$ cat config.mk
export PLATFORM = sky130hd
export DESIGN_NAME = supply_monitor_ctl
export DESIGN_NICKNAME = d
export VERILOG_FILES = /design/src/rtl/svm_pkg.sv /design/src/rtl/svm_pulse_div.sv /design/src/rtl/svm_tick_gen.sv /design/src/rtl/svm_detect.sv /design/src/rtl/supply_monitor_ctl.sv
export SDC_FILE = /design/constraint.sdc
export NUM_CORES = 1
export LEC_CHECK = 0
export ABC_AREA = 1
export ABC_CLOCK_PERIOD_IN_PS = 2800
export BUFFER_PORTS_ARGS = -buffer_cell sky130_fd_sc_hd__buf_2
export CORE_UTILIZATION = 57
export CTS_CLUSTER_SIZE = 16
export DETAILED_ROUTE_END_ITERATION = 8
export PLACE_DENSITY = 0.87
export SLEW_MARGIN = 15
export SYNTH_ARGS = -nofsm -noshare
export SYNTH_HDL_FRONTEND = slang
export SYNTH_HIERARCHICAL = 1
export SYNTH_SLANG_ARGS = --single-unit
$ cat constraint.sdc
create_clock -name clk -period 2.8 [get_ports clk]
set_input_delay 0.56 -clock clk [delete_from_list [all_inputs] [get_ports clk]]
set_output_delay 0.56 -clock clk [all_outputs]
set_load 0.02 [all_outputs]
$ cat src/rtl/svm_pkg.sv
package svm_pkg;
  typedef enum logic [1:0] {
    SRC_IO_DIV = 2'd0,
    SRC_LF     = 2'd1,
    SRC_HS_DIV = 2'd2,
    SRC_OFF    = 2'd3
  } src_sel_e;

  localparam logic [15:0] A_CLOCK  = 16'h5066;
  localparam logic [15:0] A_ENABLE = 16'h5100;
  localparam logic [15:0] A_LEVEL  = 16'h5101;
  localparam logic [15:0] A_RESULT = 16'h5102;
  localparam logic [15:0] A_MASK   = 16'h5103;
  localparam logic [15:0] A_FLAG   = 16'h5104;
endpackage

$ cat src/rtl/svm_pulse_div.sv
module svm_pulse_div #(
  parameter int DIV = 128
) (
  input  logic clk,
  input  logic rst_n,
  input  logic pulse_in,
  output logic pulse_out
);
  localparam int CW = (DIV > 1) ? $clog2(DIV) : 1;
  localparam logic [CW-1:0] LAST = CW'(DIV - 1);

  logic [CW-1:0] cnt_q, cnt_d;
  logic          at_last;

  assign at_last   = (cnt_q == LAST);
  assign pulse_out = pulse_in && at_last;

  always_comb begin
    cnt_d = cnt_q;
    if (pulse_in) cnt_d = at_last ? '0 : cnt_q + 1'b1;
  end

  always_ff @(posedge clk or negedge rst_n) begin
    if (!rst_n) cnt_q <= '0;
    else        cnt_q <= cnt_d;
  end

  p_out_needs_in_r4: assert property (@(posedge clk) disable iff (!rst_n)
    pulse_out |-> pulse_in);
endmodule

$ cat src/rtl/svm_tick_gen.sv
module svm_tick_gen
  import svm_pkg::*;
#(
  parameter int IO_DIV = 128,
  parameter int HS_DIV = 512
) (
  input  logic     clk,
  input  logic     rst_n,
  input  logic     lf_pulse,
  input  logic     io_pulse,
  input  logic     hs_pulse,
  input  src_sel_e src,
  input  logic     gate,
  output logic     tick
);
  localparam int NDIV = 2;
  logic [NDIV-1:0] raw_in, div_out;
  assign raw_in = {hs_pulse, io_pulse};

  for (genvar g = 0; g < NDIV; g++) begin : g_div
    localparam int D = (g == 0) ? IO_DIV : HS_DIV;
    svm_pulse_div #(.DIV(D)) u_div (
      .clk(clk), .rst_n(rst_n), .pulse_in(raw_in[g]), .pulse_out(div_out[g])
    );
  end

  logic sel_tick;
  always_comb begin
    case (src)
      SRC_IO_DIV: sel_tick = div_out[0];
      SRC_LF:     sel_tick = lf_pulse;
      SRC_HS_DIV: sel_tick = div_out[1];
      default:    sel_tick = 1'b0;
    endcase
  end

  assign tick = gate && sel_tick;

  p_hs_tick_source_r5: assert property (@(posedge clk) disable iff (!rst_n)
    (tick && src == SRC_HS_DIV) |-> hs_pulse);
endmodule

$ cat src/rtl/svm_detect.sv
module svm_detect (
  input  logic clk,
  input  logic rst_n,
  input  logic tick,
  input  logic det_en,
  input  logic cmp_low,
  input  logic flag_clr,
  output logic result_q,
  output logic flag_q
);
  logic sample, set_flag;
  logic result_d, flag_d;

  assign sample   = tick && det_en;
  assign set_flag = sample && cmp_low;

  always_comb begin
    result_d = result_q;
    if (sample) result_d = cmp_low;
    flag_d = flag_q;
    if (set_flag)      flag_d = 1'b1;
    else if (flag_clr) flag_d = 1'b0;
  end

  always_ff @(posedge clk or negedge rst_n) begin
    if (!rst_n) begin
      result_q <= 1'b0;
      flag_q   <= 1'b0;
    end else begin
      result_q <= result_d;
      flag_q   <= flag_d;
    end
  end

  p_hold_without_sample_r7: assert property (@(posedge clk) disable iff (!rst_n)
    !(tick && det_en) |=> $stable(result_q));
  p_flag_sticky_r9: assert property (@(posedge clk) disable iff (!rst_n)
    (flag_q && !flag_clr) |=> flag_q);
  p_set_beats_clear_r10: assert property (@(posedge clk) disable iff (!rst_n)
    (tick && det_en && cmp_low) |=> flag_q);
endmodule

$ cat src/rtl/supply_monitor_ctl.sv
module supply_monitor_ctl
  import svm_pkg::*;
#(
  parameter int ADDR_W = 16,
  parameter int DATA_W = 8,
  parameter int LVL_W  = 4,
  parameter int IO_DIV = 128,
  parameter int HS_DIV = 512
) (
  input  logic              clk,
  input  logic              rst_n,
  input  logic [ADDR_W-1:0] bus_addr,
  input  logic              bus_wr,
  input  logic [DATA_W-1:0] bus_wdata,
  output logic [DATA_W-1:0] bus_rdata,
  input  logic              lf_pulse,
  input  logic              io_pulse,
  input  logic              hs_pulse,
  input  logic              cmp_low,
  output logic [LVL_W-1:0]  cmp_level,
  output logic              irq
);
  localparam int PAD_LVL = DATA_W - LVL_W;

  // reset: asserted at once, released after two edges
  logic [1:0] rsync_q;
  logic       rst_i_n;
  always_ff @(posedge clk or negedge rst_n) begin
    if (!rst_n) rsync_q <= 2'b00;
    else        rsync_q <= {rsync_q[0], 1'b1};
  end
  assign rst_i_n = rsync_q[1];

  // register state
  src_sel_e         src_q, src_d;
  logic             gate_q, gate_d;
  logic             en_q, en_d;
  logic [LVL_W-1:0] lvl_q, lvl_d;
  logic             ie_q, ie_d;
  logic             flag_clr;

  logic wr_clk, wr_en, wr_lvl, wr_msk, wr_flg;
  assign wr_clk = bus_wr && (bus_addr == ADDR_W'(A_CLOCK));
  assign wr_en  = bus_wr && (bus_addr == ADDR_W'(A_ENABLE));
  assign wr_lvl = bus_wr && (bus_addr == ADDR_W'(A_LEVEL));
  assign wr_msk = bus_wr && (bus_addr == ADDR_W'(A_MASK));
  assign wr_flg = bus_wr && (bus_addr == ADDR_W'(A_FLAG));
  assign flag_clr = wr_flg && bus_wdata[0];

  always_comb begin
    src_d  = src_q;
    gate_d = gate_q;
    en_d   = en_q;
    lvl_d  = lvl_q;
    ie_d   = ie_q;
    if (wr_clk) begin
      src_d  = src_sel_e'(bus_wdata[3:2]);
      gate_d = bus_wdata[0];
    end
    if (wr_en)  en_d  = bus_wdata[0];
    if (wr_lvl) lvl_d = bus_wdata[LVL_W-1:0];
    if (wr_msk) ie_d  = bus_wdata[0];
  end

  always_ff @(posedge clk or negedge rst_i_n) begin
    if (!rst_i_n) begin
      src_q  <= SRC_LF;
      gate_q <= 1'b0;
      en_q   <= 1'b0;
      lvl_q  <= '0;
      ie_q   <= 1'b0;
    end else begin
      src_q  <= src_d;
      gate_q <= gate_d;
      en_q   <= en_d;
      lvl_q  <= lvl_d;
      ie_q   <= ie_d;
    end
  end

  logic tick, result_q, flag_q;

  svm_tick_gen #(.IO_DIV(IO_DIV), .HS_DIV(HS_DIV)) u_tick (
    .clk(clk), .rst_n(rst_i_n), .lf_pulse(lf_pulse), .io_pulse(io_pulse),
    .hs_pulse(hs_pulse), .src(src_q), .gate(gate_q), .tick(tick)
  );

  svm_detect u_det (
    .clk(clk), .rst_n(rst_i_n), .tick(tick), .det_en(en_q), .cmp_low(cmp_low),
    .flag_clr(flag_clr), .result_q(result_q), .flag_q(flag_q)
  );

  assign cmp_level = lvl_q;
  assign irq       = flag_q && ie_q;

  always_comb begin
    bus_rdata = '0;
    case (bus_addr)
      ADDR_W'(A_CLOCK):  bus_rdata = DATA_W'({4'b0000, src_q, 1'b0, gate_q});
      ADDR_W'(A_ENABLE): bus_rdata = DATA_W'(en_q);
      ADDR_W'(A_LEVEL):  bus_rdata = {{PAD_LVL{1'b0}}, lvl_q};
      ADDR_W'(A_RESULT): bus_rdata = DATA_W'(result_q);
      ADDR_W'(A_MASK):   bus_rdata = DATA_W'(ie_q);
      ADDR_W'(A_FLAG):   bus_rdata = DATA_W'(flag_q);
      default:           bus_rdata = '0;
    endcase
  end

  p_reserved_code_silent_r6: assert property (@(posedge clk) disable iff (!rst_i_n)
    (src_q == SRC_OFF) |-> !tick);
  p_irq_masked_r11: assert property (@(posedge clk) disable iff (!rst_i_n)
    !ie_q |-> !irq);
  p_gate_closed_r7: assert property (@(posedge clk) disable iff (!rst_i_n)
    !gate_q |-> !tick);
  p_lf_direct_r3: assert property (@(posedge clk) disable iff (!rst_i_n)
    (src_q == SRC_LF && gate_q && lf_pulse) |-> tick);
endmodule

==> out/results.tsv <==
stage	metric	value	unit
routing	1st-pass router iterations	7	
power	switch share	34.08	%
sta	Setup TNS Final	0	ns
power	Peak VDD IR	0.0005357	V
grt	first-pass GRT wire length	5602	µm
worst_setup_path	Critical Path Sink Type	primary output	
synth	synthesized area	1748	µm²
synth	Seq/Total Area, Yosys	41.59	%
grt	GRT Overall Usage	22.62	%
layout	area delta synth->final	15.18	%
sta	Period minus WS final	2.136	ns
grt	met2 GRT Util	36.38	%
worst_setup_path	Critical R2R Launch	u_tick/g_div[1].u_div/cnt_q[0]	
floorplanning	Starting Density	61.79	%
routing	WL per Instance	10.08	µm
synth	synth cell count leaders	nand2_1, inv_1, nor2_1, dfrtp_1, nand3_1	
placement	port bufs	35	
sta	Clock Skew	0.005877	ns
worst_setup_path	Crit path required time	2.24	ns
clock_network	worst-skew pair later-pin latency	0.33	ns
synth	top-count cell post-synth	nand2_1	
outcome	failing checks	DRC	
power	internal power	0.7690	mW
routing	DR DRC count	1	
clock_network	post-CTS sizing	0	
synth	cell taking the most area after synthesis	dfrtp_1	
sta	setup violators final	0	
power	Power Total	1.167	mW
floorplanning	Die H	57.38	µm
grt	largest net degree at the start of global routing	28	
clock_network	Post-CTS Setup Inserts	0	
sta	final hold violations	0	
floorplanning	Die X	57.38	µm
synth	Avg Inst Size Synth	7.313	µm²
run	MaxCap Viol Count	0	
worst_setup_path	crit path DAT	1.58	ns
floorplanning	# IOs	44	
layout	# diodes	0	
sta	Fin Hold WS	0.2642	ns
clock_network	clk buf depth	2	
synth	top cells by area, synth	dfrtp_1, nand2_1, inv_1	
grt	grt ovf	0	
routing	via count	1523	
power	static leakage	1.184	nW
clock_network	CTS clk-pin slew, worst paths	0.09	ns
worst_setup_path	R2R Path End	u_det/result_q	
synth	Post-synth EDFFs	0	
worst_setup_path	Max FO, Critical Path	3	
routing	initial DRC count	66	
routing	post-DR vias/cell	4.881	
placement	gpl congestion	0.7966	
floorplanning	Rows	19	
routing	post-route ant nets	0	
worst_setup_path	startpoint class of the critical path	input port	
clock_network	Clock Tree Root	clkbuf_4	
worst_setup_path	Worst setup startpoint	bus_addr[13]	
sta	Fmax achieved	0.4682	GHz
power	Logic pwr share	24.1	%
worst_setup_path	Setup CP Type	in -> out	
placement	Placement Cell Area	1932	µm²
placement	hpwl dp	2436	µm
floorplanning	DIE AREA	3292	µm²
clock_network	CTS tree	yes	
sta	relative slew slack	62.22	%
synth	Synth Flop Type	dfrtp_1	
synth	Yosys cell types	22	
worst_setup_path	FF-to-FF setup slack	0.84	ns
sta	Final Slew Violations	0	
clock_network	number of CTS-inserted buffers	5	
synth	top cell type's share of synthesized area	40.09	%
layout	post-layout util	71.16	%
grt	GR Util met3	7.029	%
sta	RSZ-0062 raised after global routing	no	
synth	FFs w/ async S/R, synth	100.0	%
grt	vias in the first global route	1391	
layout	Final #Nets	315	
power	Reg power frac	51.2	%
layout	layout cells sized above 1	24.91	%
clock_network	H-tree depth	2	
grt	initial antenna violation count	0	
sta	Least-Margin Pin Slew	0.5667	ns
synth	Yosys warnings	6	
layout	fill count	235	
routing	drt total wl	3144	µm
grt	busiest layer in global routing	met2	
worst_hold_path	Hold WC Path Type	reg -> async	
grt	grt met1 use	28.72	%
power	PD cells	579.5	nW/µm²
power	Clk pwr share	24.7	%
synth	post-synthesis instance total	239	
clock_network	Clock Sinks	29	
sta	fin crit share	76.29	%
power	switching pwr	0.3976	mW
worst_setup_path	FF-to-FF path depth	11	
outcome	status	finished, violations left	
synth	Synth Register Bits	29	
layout	fin area	2013	µm²
floorplanning	core area	2829	µm²
-- cell usage in the layout (no fill, tap or decap), types with 4 or more instances in the layout --
master	n
a21oi_1	8
buf_2	35
clkbuf_4	5
conb_1	5
dfrtp_1	27
ha_1	4
inv_1	30
nand2_1	73
nand2_2	9
nand3_1	17
nor2_1	30
nor2_2	6
nor2_4	4
o21ai_1	8
-- state kept, by name (all words and copies together), names as in the netlist, 2 cells and up --
name and flops:
src_q 2, cmp_level 4, rsync_q 2, u_tick/g_div.u_div/cnt_q 16
-- routing by layer --
layer  vias up  part of all wire (%)
met1       680                    47
met4         0                   1.7
li1        804                     -
met5         -                     0
met2        32                    47
met3         7                   4.5
-- worst max-delay path by stage --
stage	endpoint	slack (ns)
floorplan	bus_rdata[2]	0.87
global placement	bus_rdata[2]	0.69
detailed placement	bus_rdata[2]	0.68
CTS	bus_rdata[2]	0.67
global route	bus_rdata[3]	0.61
finish	bus_rdata[2]	0.66
-- power by group through the flow --
stage	Clock (mW)	Combinational, mW	Sequential [mW]
floorplan	0	0.227	0.587
global placement	0	0.266	0.603
detailed placement	0	0.281	0.604
CTS	0.297	0.283	0.597
global route	0.322	0.329	0.612
finish	0.288	0.281	0.597
-- logic make-up after synthesis --
logic type               Yosys count  synth area share, %
buffers and inverters             38                9.449
other                              2               0.4297
XOR/XNOR                           2                1.002
AND/OR/NAND/NOR                  148                40.09
AO/OA/AOI/OAI                     16                4.581
adder cells (fa/ha/maj)            4                2.863
flip-flops                        29                41.59
-- final cells by class --
cell class	instances	area [µm²]	area share [%]
timing repair buffer	36	185.2	9.198
tap	31	38.79	1.927
clock inverter	1	5.005	0.2486
multi-input combinational	175	867.1	43.07
sequential	29	728.2	36.17
clock buffer	7	65.06	3.232
inverter	33	123.9	6.153
-- worst max-delay path, cell delays in order --
cell	delay (ns)
buf_2	0.09
nor2_1	0.12
nand2_2	0.11
nor2_1	0.21
nand2_2	0.11
inv_2	0.08
nand2_1	0.04
o21ai_1	0.07
buf_2	0.18
-- timing repair --
| item | 4_1_cts | 5_1_grt |
|---|---|---|
| hold buffers | 1 | 0 |
| endpoints found under the hold margin | 2 | 0 |
| endpoints found under the setup margin | 0 | 0 |
-- through the flow --
stage          setup WS, ns  std cells
5_1_grt              0.6103        312
3_5_place_dp         0.6779        303
6_report             0.6639        312
2_1_floorplan        0.8653        242
3_3_place_gp         0.6878        303
4_1_cts              0.6724        312
Note: power is estimated with default switching activity, not from simulation.
